===== src/rtl/esc_dec_pkg.sv =====
package esc_dec_pkg;

    localparam int BYTE_W   = 8;
    localparam int NIB_W    = 4;
    localparam int N_GROUPS = 1 << NIB_W;
    localparam int N_ENTRY  = 1 << NIB_W;
    localparam int MAP_W    = N_GROUPS * N_ENTRY;
    localparam int TCODE_W  = BYTE_W + 1;

    localparam logic [BYTE_W-1:0] PREFIX_A = 8'hF8;
    localparam logic [BYTE_W-1:0] PREFIX_B = 8'hF9;

    typedef enum logic [1:0] {
        DK_NONE    = 2'd0,
        DK_HANDLER = 2'd1,
        DK_TRAP    = 2'd2
    } dec_kind_e;

    typedef struct packed {
        dec_kind_e          kind;
        logic               esc;
        logic [NIB_W-1:0]   grp;
        logic [NIB_W-1:0]   idx;
        logic [TCODE_W-1:0] tcode;
    } dec_res_t;

    function automatic logic is_prefix(input logic [BYTE_W-1:0] b);
        return (b == PREFIX_A) || (b == PREFIX_B);
    endfunction

    function automatic logic single_unimpl(input logic [BYTE_W-1:0] b);
        logic hit;
        case (b)
            8'h3E, 8'h3F,
            8'h7D, 8'h7E, 8'h7F,
            8'hBF,
            8'hFA, 8'hFB, 8'hFC, 8'hFD, 8'hFE: hit = 1'b1;
            default:                           hit = 1'b0;
        endcase
        return hit;
    endfunction

endpackage


===== src/rtl/esc_seq.sv =====
module esc_seq
    import esc_dec_pkg::*;
(
    input  logic              clk,
    input  logic              rst,
    input  logic              accept,
    input  logic [BYTE_W-1:0] byte_in,
    output logic              esc_mode,
    output logic              fire
);
    logic pending_q;
    logic arm;

    // a prefix only arms the escape when no escape is already pending
    assign arm      = accept && !pending_q && is_prefix(byte_in);
    assign fire     = accept && !arm;
    assign esc_mode = pending_q;

    always_ff @(posedge clk) begin
        if (rst) begin
            pending_q <= 1'b0;
        end else if (accept) begin
            pending_q <= arm;
        end
    end
endmodule


===== src/rtl/esc_classify.sv =====
module esc_classify
    import esc_dec_pkg::*;
#(
    parameter int                 PC_W      = 16,
    parameter logic [N_GROUPS-1:0] GROUPS_ON = 16'h0187,
    parameter logic [MAP_W-1:0]   IMPL_MAP  = 256'h0
)(
    input  logic [BYTE_W-1:0] byte_in,
    input  logic              esc_mode,
    input  logic [PC_W-1:0]   pc_in,
    output dec_res_t          res,
    output logic [PC_W-1:0]   trap_pc
);
    // stage one gates whole groups, stage two picks the entry bit
    logic [N_ENTRY-1:0] row [N_GROUPS];

    for (genvar g = 0; g < N_GROUPS; g++) begin : g_row
        if (GROUPS_ON[g]) begin : g_on
            assign row[g] = IMPL_MAP[g*N_ENTRY +: N_ENTRY];
        end else begin : g_off
            assign row[g] = '0;
        end
    end

    logic [NIB_W-1:0] hi_nib, lo_nib;
    logic             esc_hit;

    assign hi_nib  = byte_in[BYTE_W-1:NIB_W];
    assign lo_nib  = byte_in[NIB_W-1:0];
    assign esc_hit = row[hi_nib][lo_nib];

    always_comb begin
        res.esc   = esc_mode;
        res.grp   = hi_nib;
        res.idx   = lo_nib;
        res.tcode = '0;
        trap_pc   = pc_in;
        if (esc_mode) begin
            if (esc_hit) begin
                res.kind = DK_HANDLER;
            end else begin
                res.kind  = DK_TRAP;
                res.tcode = TCODE_W'(9'h0FF) + TCODE_W'(byte_in) + TCODE_W'(1);
                // step past the operand, then back over operand and prefix
                trap_pc   = (pc_in + PC_W'(1)) - PC_W'(2);
            end
        end else if (single_unimpl(byte_in)) begin
            res.kind  = DK_TRAP;
            res.tcode = TCODE_W'(byte_in);
        end else begin
            res.kind = DK_HANDLER;
        end
    end
endmodule


===== src/rtl/esc_outreg.sv =====
module esc_outreg
    import esc_dec_pkg::*;
#(
    parameter int PC_W = 16
)(
    input  logic               clk,
    input  logic               rst,
    input  logic               fire,
    input  dec_res_t           res,
    input  logic [PC_W-1:0]    tpc,
    output logic               hnd_valid,
    output logic               hnd_esc,
    output logic [NIB_W-1:0]   hnd_group,
    output logic [NIB_W-1:0]   hnd_index,
    output logic               trap_valid,
    output logic [TCODE_W-1:0] trap_code,
    output logic [PC_W-1:0]    trap_pc
);
    always_ff @(posedge clk) begin
        if (rst) begin
            hnd_valid  <= 1'b0;
            hnd_esc    <= 1'b0;
            hnd_group  <= '0;
            hnd_index  <= '0;
            trap_valid <= 1'b0;
            trap_code  <= '0;
            trap_pc    <= '0;
        end else begin
            hnd_valid  <= fire && (res.kind == DK_HANDLER);
            trap_valid <= fire && (res.kind == DK_TRAP);
            if (fire && res.kind == DK_HANDLER) begin
                hnd_esc   <= res.esc;
                hnd_group <= res.grp;
                hnd_index <= res.idx;
            end
            if (fire && res.kind == DK_TRAP) begin
                trap_code <= res.tcode;
                trap_pc   <= tpc;
            end
        end
    end
endmodule


===== src/rtl/esc_dispatch.sv =====
module esc_dispatch
    import esc_dec_pkg::*;
#(
    parameter int                  PC_W      = 16,
    parameter logic [N_GROUPS-1:0] GROUPS_ON = 16'h0187,
    parameter logic [MAP_W-1:0]    IMPL_MAP  = {112'h0, 16'h0003, 16'h7FFF,
                                                64'h0, 16'h0FFF, 16'hFFFF, 16'hFFFC}
)(
    input  logic            clk,
    input  logic            rst,
    input  logic            in_valid,
    input  logic [7:0]      in_byte,
    input  logic [PC_W-1:0] in_pc,
    output logic            in_ready,
    output logic            hnd_valid,
    output logic            hnd_esc,
    output logic [3:0]      hnd_group,
    output logic [3:0]      hnd_index,
    output logic            trap_valid,
    output logic [8:0]      trap_code,
    output logic [PC_W-1:0] trap_pc
);
    logic            accept, esc_mode, fire;
    dec_res_t        res;
    logic [PC_W-1:0] tpc;

    // stall for the cycle a trap is presented
    assign in_ready = !trap_valid;
    assign accept   = in_valid && in_ready;

    esc_seq u_seq (
        .clk      (clk),
        .rst      (rst),
        .accept   (accept),
        .byte_in  (in_byte),
        .esc_mode (esc_mode),
        .fire     (fire)
    );

    esc_classify #(
        .PC_W      (PC_W),
        .GROUPS_ON (GROUPS_ON),
        .IMPL_MAP  (IMPL_MAP)
    ) u_cls (
        .byte_in  (in_byte),
        .esc_mode (esc_mode),
        .pc_in    (in_pc),
        .res      (res),
        .trap_pc  (tpc)
    );

    esc_outreg #(.PC_W(PC_W)) u_out (
        .clk        (clk),
        .rst        (rst),
        .fire       (fire),
        .res        (res),
        .tpc        (tpc),
        .hnd_valid  (hnd_valid),
        .hnd_esc    (hnd_esc),
        .hnd_group  (hnd_group),
        .hnd_index  (hnd_index),
        .trap_valid (trap_valid),
        .trap_code  (trap_code),
        .trap_pc    (trap_pc)
    );
endmodule


===== config.mk =====
export PLATFORM = sky130hd
export DESIGN_NAME = esc_dispatch
export DESIGN_NICKNAME = d
export VERILOG_FILES = /design/src/rtl/esc_dec_pkg.sv /design/src/rtl/esc_seq.sv /design/src/rtl/esc_classify.sv /design/src/rtl/esc_outreg.sv /design/src/rtl/esc_dispatch.sv
export SDC_FILE = /design/constraint.sdc
export NUM_CORES = 1
export LEC_CHECK = 0
export ABC_AREA = 1
export BUFFER_PORTS_ARGS = -buffer_cell sky130_fd_sc_hd__buf_2
export CAP_MARGIN = 20
export CORE_MARGIN = 5
export CORE_UTILIZATION = 53
export CTS_CLUSTER_SIZE = 12
export DETAILED_ROUTE_END_ITERATION = 8
export PLACE_DENSITY = 0.88
export SETUP_SLACK_MARGIN = 0.02
export SLEW_MARGIN = 20
export SYNTH_ARGS = -nofsm -noshare
export SYNTH_HDL_FRONTEND = slang
export SYNTH_HIERARCHICAL = 1
export SYNTH_SLANG_ARGS = --single-unit

===== constraint.sdc =====
create_clock -name clk -period 2.07 [get_ports clk]
set_clock_uncertainty 0.1 [all_clocks]
set_input_delay 0.1035 -clock clk [delete_from_list [all_inputs] [get_ports clk]]
set_output_delay 0.1035 -clock clk [all_outputs]
set_load 0.01 [all_outputs]

==> impl_metrics.csv, run 1 <==
group,metric,value,unit
timing,tightest_slew,0.627,ns
critical_path,r2r-end,"u_out/hnd_esc$_SDFFE_PP0P_",
final_layout,most-common-layout-cells,"nand2_1 (148), nor2_1 (93), inv_1 (70), buf_2 (63), dfxtp_1 (37)",
placed_design,dpl_worst_slack,0.00258,ns
critical_path,reg2reg_setup_slack,0.41,ns
detailed_routing,drtAntennaViolNets,0,
critical_path,critical_path_arrival,1.91,ns
synthesis,postSynthAreaPerCell,5.73,um2
synthesis,syn_inst,436,
timing,setup-tns-final,0,ns
timing,fin_crit_sh,86.7,%
power_and_ir_drop,ir_drop,0.468,mV
min_path,hold_path_class,"in2reg",
synthesis,synth_area,2500,um2
die,core-area,4660,um2
clocking,clockBufferDepth,2,
die,die_h,78.7,um
final_layout,drive_gt1_share,19.3,%
critical_path,worstPathRequired,2.19,ns
min_path,holdPathStages,3,
critical_path,critical_path_class,"in2reg",
placed_design,gp_congestion,0.838,
die,start_util,53.6,%
final_layout,final_common_cell,"nand2_1",
timing,maxSlewHeadroom,57.9,%
placed_design,placed_cell_area,2850,um2
global_route,grt_max_degree,35,
global_route,grt_pass1_wl,10100,um
critical_path,endpoint,"u_out/trap_pc[3]$_SDFFE_PP0P_",
global_route,antenna_found_initial,0,
detailed_routing,drt_drc_violations_left,0,
synthesis,synthesis.nets,467,
timing,slew_violations,0,
timing,layout_min_cycle_time,1.79,ns
power_and_ir_drop,p_per_area,506,nW/um2
timing,max_freq,557,MHz
critical_path,r2r-start,"u_seq/esc_mode$_SDFFE_PP0P_",
power_and_ir_drop,leakage,1.78,nW
final_layout,nFillCells,458,
clocking,h-tree-depth,2,
placed_design,port_buffers,63,
timing,hold_violations,0,
placed_design,dp_hpwl,4740,um
detailed_routing,wl,6100,um
clocking,numCtsBuffers,5,
job,maxCapViolCount,0,
clocking,clock_sinks,37,
die,die_width,78.7,um
synthesis,yosys_warnings,6,
final_layout,antenna_cells,0,
final_layout,final_util,63.2,%
detailed_routing,num_vias,2655,
die,die_area,6190,um2
final_layout,area_growth,17.8,%
die,ios,64,
synthesis,ys_seq_area_share,29.6,%
detailed_routing,drtIter0Drc,191,
clocking,cts_resized,0,
detailed_routing,wl_per_cell,11.1,um
global_route,grt_overflow_total,0,
critical_path,path_max_fanout,31,
timing,grt_setup_unrepaired,"false",
global_route,grt_pass1_vias,2428,
critical_path,reg2reg_depth,9,
global_route,gr-usage-all-layers,20.3,%
clocking,clk_latency,0.28,ns
clocking,tritoncts,"done",
final_layout,final_design_area_no_fill,2940,um2
timing,fin_ws,0.276,ns
die,rows,25,
timing,setup_viol,0,
clocking,cts.clk_slew.worst_paths,0.07,ns
critical_path,start_kind,"input pin",
synthesis,yosysUniqueCellTypes,28,
critical_path,endpoint_kind,"flip-flop",
synthesis,ys_seq_elements,37,
detailed_routing,dr.pass1.iters,4,
clocking,cts-root-buf,"clkbuf_8",
outcome,status,"complete, no violations",
final_layout,fin_nets,528,
critical_path,startpoint,"in_byte[4]",
detailed_routing,vias_per_cell,4.82,
## through the flow
stage | total power [mW] | hold slack, ns | std cells
after CTS | 1.50 | 0.00125 | 551
after global routing | 1.56 | 0.0363 | 551
after detailed placement | 1.00 | 0.230 | 543
final | 1.49 | 0.00654 | 551
after floorplan | 0.918 | 0.0659 | 436
after global placement | 0.991 | 0.220 | 543
## flip-flops by register name, summed over array words and instances (netlist names)
name              flops
u_seq/esc_mode        1
u_out/trap_pc        16
u_out/hnd_esc         1
u_out/trap_code       9
u_out/hnd_index       4
u_out/hnd_group       4
u_out/trap_valid      1
u_out/hnd_valid       1
## cell type report
cell class / count / area (um2) / share of cell area [%]
Clock buffer: 7 / 86.3 / 2.93
Timing Repair Buffer: 74 / 425 / 14.4
Sequential cell: 37 / 741 / 25.2
Multi-Input combinational cell: 307 / 1350 / 46.0
Inverter: 72 / 270 / 9.18
Tap cell: 54 / 67.6 / 2.29
## worst min path at each step
| stage | to | slack (ns) | start |
|---|---|---|---|
| 2_1_floorplan | u_seq/esc_mode$_SDFFE_PP0P_ | 0.07 | rst |
| 3_3_place_gp | u_seq/esc_mode$_SDFFE_PP0P_ | 0.22 | rst |
| 3_5_place_dp | u_seq/esc_mode$_SDFFE_PP0P_ | 0.23 | rst |
| 4_1_cts | u_out/hnd_index[2]$_SDFFE_PP0P_ | 0.001 | in_byte[2] |
| 5_1_grt | u_out/hnd_index[0]$_SDFFE_PP0P_ | 0.04 | in_byte[0] |
| 6_report | u_out/hnd_index[2]$_SDFFE_PP0P_ | 0.007 | in_byte[2] |
## synth_stat cells (all sizes together)
library cell / number / area, um2
inv: 71 / 267
nand3: 26 / 155
o211ai: 1 / 7.51
nor3: 3 / 26.3
nand2: 154 / 603
a21boi: 2 / 15.0
a21oi: 7 / 38.8
buf: 20 / 134
xnor2: 1 / 8.76
nand3b: 2 / 15.0
dfxtp: 37 / 741
o21ai: 6 / 30.0
ha: 4 / 50.1
clkinv: 1 / 3.75
nor2: 96 / 373
nand4: 4 / 25.0
nor4: 1 / 6.26
## kinds of logic (layout without fill, tap and decap cells)
kind of cell / Yosys count / count (layout) / share of synthesized area, %
AND/OR/NAND/NOR: 286 / 286 / 48.2
buffers and inverters: 92 / 153 / 16.2
flip-flops: 37 / 37 / 29.6
AO/OA/AOI/OAI: 16 / 16 / 3.66
adder cells (fa/ha/maj): 4 / 4 / 2.00
XOR/XNOR: 1 / 1 / 0.351
## power by group
part,leakage [nW],switching (mW),internal (mW)
clock network,0.0443,0.238,0.264
registers,0.300,0.00768,0.727
logic,1.43,0.164,0.0872
## worst max-delay path, stage by stage
cell	delay, ns
buf_2	0.12
inv_1	0.06
ha_1	0.29
inv_1	0.06
nand2_1	0.05
nand3b_1	0.08
nand2_1	0.06
nand2_1	0.06
nand2_1	0.07
nand2_4	0.08
nand2_4	0.04
nand2_1	0.11
inv_1	0.08
inv_1	0.07
nand3_2	0.12
buf_12	0.20
nand2_1	0.07
nand2_1	0.06
nor2_1	0.12
## metal layers
layer	GRT usage, %	share of wire [%]	up-vias
li1	-	-	1401
met1	22.1	41	1142
met2	37.4	49	94
met3	5.39	8.0	18
met4	7.52	2.7	0
met5	0	0	-
## what timing repair did
| item | in CTS | in global routing |
|---|---|---|
| endpoints found under the hold margin | 3 | 0 |
| hold buffers | 1 | 0 |
| buffers inserted | 0 | 0 |
No activity file was read; power rests on OpenSTA's default activity.
==> inputs of run 2 (changes only) <==
--- a/config.mk
+++ b/config.mk
@@ -9,13 +9,12 @@
 export BUFFER_PORTS_ARGS = -buffer_cell sky130_fd_sc_hd__buf_2
 export CAP_MARGIN = 20
 export CORE_MARGIN = 5
-export CORE_UTILIZATION = 53
+export CORE_UTILIZATION = 52
 export CTS_CLUSTER_SIZE = 12
 export DETAILED_ROUTE_END_ITERATION = 8
-export PLACE_DENSITY = 0.88
+export PLACE_DENSITY = 0.87
 export SETUP_SLACK_MARGIN = 0.02
 export SLEW_MARGIN = 20
 export SYNTH_ARGS = -nofsm -noshare
 export SYNTH_HDL_FRONTEND = slang
-export SYNTH_HIERARCHICAL = 1
 export SYNTH_SLANG_ARGS = --single-unit
==> run 2 against run 1 <==
Flip-flop and latch count unchanged. Hold slack worse by 0.0027 ns. Non-clock buffer count up 1. Via count down 6.3%. Critical path type unchanged. Critical endpoint is now u_out.hnd_index[3]$_SDFFE_PP0P_. Largest power group unchanged.
==> impl_metrics.csv, run 2 <==
group,metric,value,unit
final_layout,final_design_area_no_fill,2790,um2
critical_path,worstPathRequired,2.20,ns
die,core-area,4320,um2
timing,tightest_slew,0.397,ns
detailed_routing,drtIter0Drc,141,
timing,maxSlewHeadroom,73.5,%
timing,fin_ws,0.138,ns
synthesis,synthesis.nets,431,
detailed_routing,vias_per_cell,4.79,
global_route,grt_overflow_total,0,
final_layout,most-common-layout-cells,"nand2_1 (153), inv_1 (66), nor2_1 (63), buf_2 (63), dfxtp_1 (37)",
timing,fin_crit_sh,93.3,%
final_layout,ff_latch_area,741,um2
synthesis,synthDominantCellAreaShare,32.1,%
placed_design,dpl_worst_slack,0.0767,ns
synthesis,ys_top_cells_by_area,"dfxtp_1 (32%), nand2_1 (25%), inv_1 (11%)",
synthesis,ys_seq_elements,37,
synthesis,synth-xor-area-share,0,%
clocking,h-tree-depth,2,
critical_path,critPathBufInv,3,
power_and_ir_drop,p_per_area,546,nW/um2
synthesis,synth_top_family_by_area,"simple AND/OR/NAND/NOR gates",
final_layout,reg_top3,"u_out.trap_pc x16, u_out.trap_code x9",
timing,max_freq,518,MHz
clocking,clockBufferDepth,2,
clocking,cts.clk_slew.worst_paths,0.07,ns
detailed_routing,wl,5700,um
final_layout,area_growth,20.9,%
global_route,grt_pass1_wl,9840,um
power_and_ir_drop,ir_drop,0.261,mV
clocking,cts-root-buf,"clkbuf_8",
final_layout,fin_nets,497,
timing,setup_viol,0,
min_path,hold_path_class,"in2reg",
final_layout,regMostFlops,"u_out.trap_pc",
synthesis,synth_edf_count,0,
timing,grt_setup_unrepaired,"true",
clocking,clk_latency,0.29,ns
synthesis,synth_largest_area_cell,"dfxtp_1",
global_route,grt_pass1_vias,2328,
synthesis,synth-compound-area-share,1.68,%
critical_path,start_kind,"input pin",
synthesis,synth_flop_cell,"dfxtp_1",
clocking,numCtsBuffers,5,
timing,layout_min_cycle_time,1.93,ns
synthesis,yosys_warnings,0,
synthesis,synth-adder-area-share,2.17,%
die,die_area,5870,um2
timing,hold_violations,0,
synthesis,ys_seq_area_share,32.1,%
final_layout,largest_reg_flops,16,
synthesis,yosysUniqueCellTypes,24,
detailed_routing,dr.pass1.iters,4,
job,maxCapViolCount,0,
clocking,tritoncts,"done",
synthesis,synthMuxAreaShare,0,%
timing,hold_slack,0.00388,ns
critical_path,critical_path_arrival,2.07,ns
placed_design,dp_hpwl,4200,um
critical_path,crit_chain,"dlygate4sd3_1 -> buf_2 -> nand2_1 -> inv_1 -> nor2_1 -> nor2_1 -> nor2_1 -> nand2_1 -> nand2_2 -> nand3_2 -> nand2_1 -> nand2_1 -> nor2_1",
synthesis,syn_inst,400,
timing,setup-tns-final,0,ns
critical_path,endpoint_kind,"flip-flop",
final_layout,multiInputGateArea,1220,um2
placed_design,placed_cell_area,2640,um2
synthesis,ys_top_cells_by_count,"nand2_1 (153), inv_1 (66), nor2_1 (63), dfxtp_1 (37), nand3_1 (31)",
global_route,gr-usage-all-layers,19.7,%
synthesis,synth_most_common_cell,"nand2_1",
die,rows,24,
final_layout,antenna_cells,0,
critical_path,cp_slowest_cell,"dlygate4sd3_1",
global_route,grt_max_degree,32,
outcome,status,"complete, no violations",
die,die_width,76.6,um
power_and_ir_drop,leakage,1.70,nW
detailed_routing,wl_per_cell,11.0,um
detailed_routing,drt_drc_violations_left,0,
placed_design,port_buffers,63,
die,start_util,53.3,%
synthesis,synth_area,2310,um2
critical_path,cp_top_family,"simple AND/OR/NAND/NOR gates",
global_route,antenna_found_initial,0,
detailed_routing,drtAntennaViolNets,0,
clocking,clock_sinks,37,
critical_path,path_max_fanout,19,
die,ios,64,
critical_path,max_stage_delay,0.53,ns
final_layout,drive_gt1_share,18.0,%
critical_path,critical_path_class,"in2reg",
synthesis,postSynthAreaPerCell,5.76,um2
die,die_h,76.6,um
final_layout,nFillCells,413,
synthesis,synthSimpleGateAreaFrac,49.3,%
placed_design,gp_congestion,0.843,
final_layout,final_common_cell,"nand2_1",
synthesis,synthArstFlopShare,0,%
timing,slew_violations,0,
detailed_routing,num_vias,2487,
[run 2: cell count changes after synthesis, moves of 5 or more]
cell	before	now
nand3_1	21	31
nand4_1	4	15
nand2_1	148	153
clkbuf_1	0	6
nor2_1	93	63
a21oi_1	6	1
buf_4	11	2
[run 2: stage by stage]
| step | utilization (%) | power (mW) | std cells |
|---|---|---|---|
| after floorplan | - | 0.930 | 400 |
| after global placement | 61.1 | 1.02 | 505 |
| after detailed placement | 61.1 | 1.02 | 505 |
| after CTS | 64.4 | 1.53 | 519 |
| after global routing | 64.5 | 1.59 | 519 |
| final | 64.5 | 1.52 | 519 |
[run 2: tightest hold or removal path: stages]
cell	delay, ns
buf_2	0.12
nor2_1	0.05
nor2_1	0.09
[run 2: power breakdown]
group	leakage, nW	total, mW	switching [mW]	internal [mW]
Clock	0.0450	0.500	0.266	0.234
Combinational	1.35	0.274	0.173	0.101
Sequential	0.301	0.748	0.0112	0.737
Total	1.70	1.52	0.451	1.07
[run 2: logic make-up (layout without fill, tap and decap cells)]
group                      Yosys count  after routing
AOI/OAI and AO/OA                    5              5
buffers and inverters               83            150
and+or+nand+nor                    271            271
adders and majority gates            4              4
DFF                                 37             37
[run 2: worst paths after layout]
check                                        from                               to  slack [ns]  cells past startpoint
setup / recovery                       in_byte[0]  u_out.hnd_index[3]$_SDFFE_PP0P_        0.14                     13
hold / removal                         in_byte[5]  u_out.hnd_group[1]$_SDFFE_PP0P_       0.004                      3
setup reg to reg      u_out.trap_valid$_SDFF_PP0_  u_out.hnd_index[3]$_SDFFE_PP0P_        0.38                      7
hold reg to reg   u_out.trap_code[6]$_SDFFE_PP0P_  u_out.trap_code[6]$_SDFFE_PP0P_        0.37                      2
[run 2: final cells by class]
cell class                      instances  area share (%)
Inverter                               67            9.11
Clock buffer                            6            2.60
Sequential cell                        37            26.6
Timing Repair Buffer                   75            15.1
Clock inverter                          2           0.359
Tap cell                               52            2.33
Multi-Input combinational cell        280            43.9
[run 2: routing by layer]
layer  vias up  routed length (um)  global-route usage (%)
li1       1335                   -                       -
met1      1064                2480                    23.0
met2        78                2770                    34.9
met3        10                 356                    5.08
met4         0                  97                    6.12
met5         -                   0                       0
[run 2: timing repair]
action                                  in CTS  in global routing
resized for setup                            0                  2
setup buffers                                0                  0
endpoints found under the setup margin       0                 21
hold buffers                                 6                  0
hold endpoints to repair                     8                  0
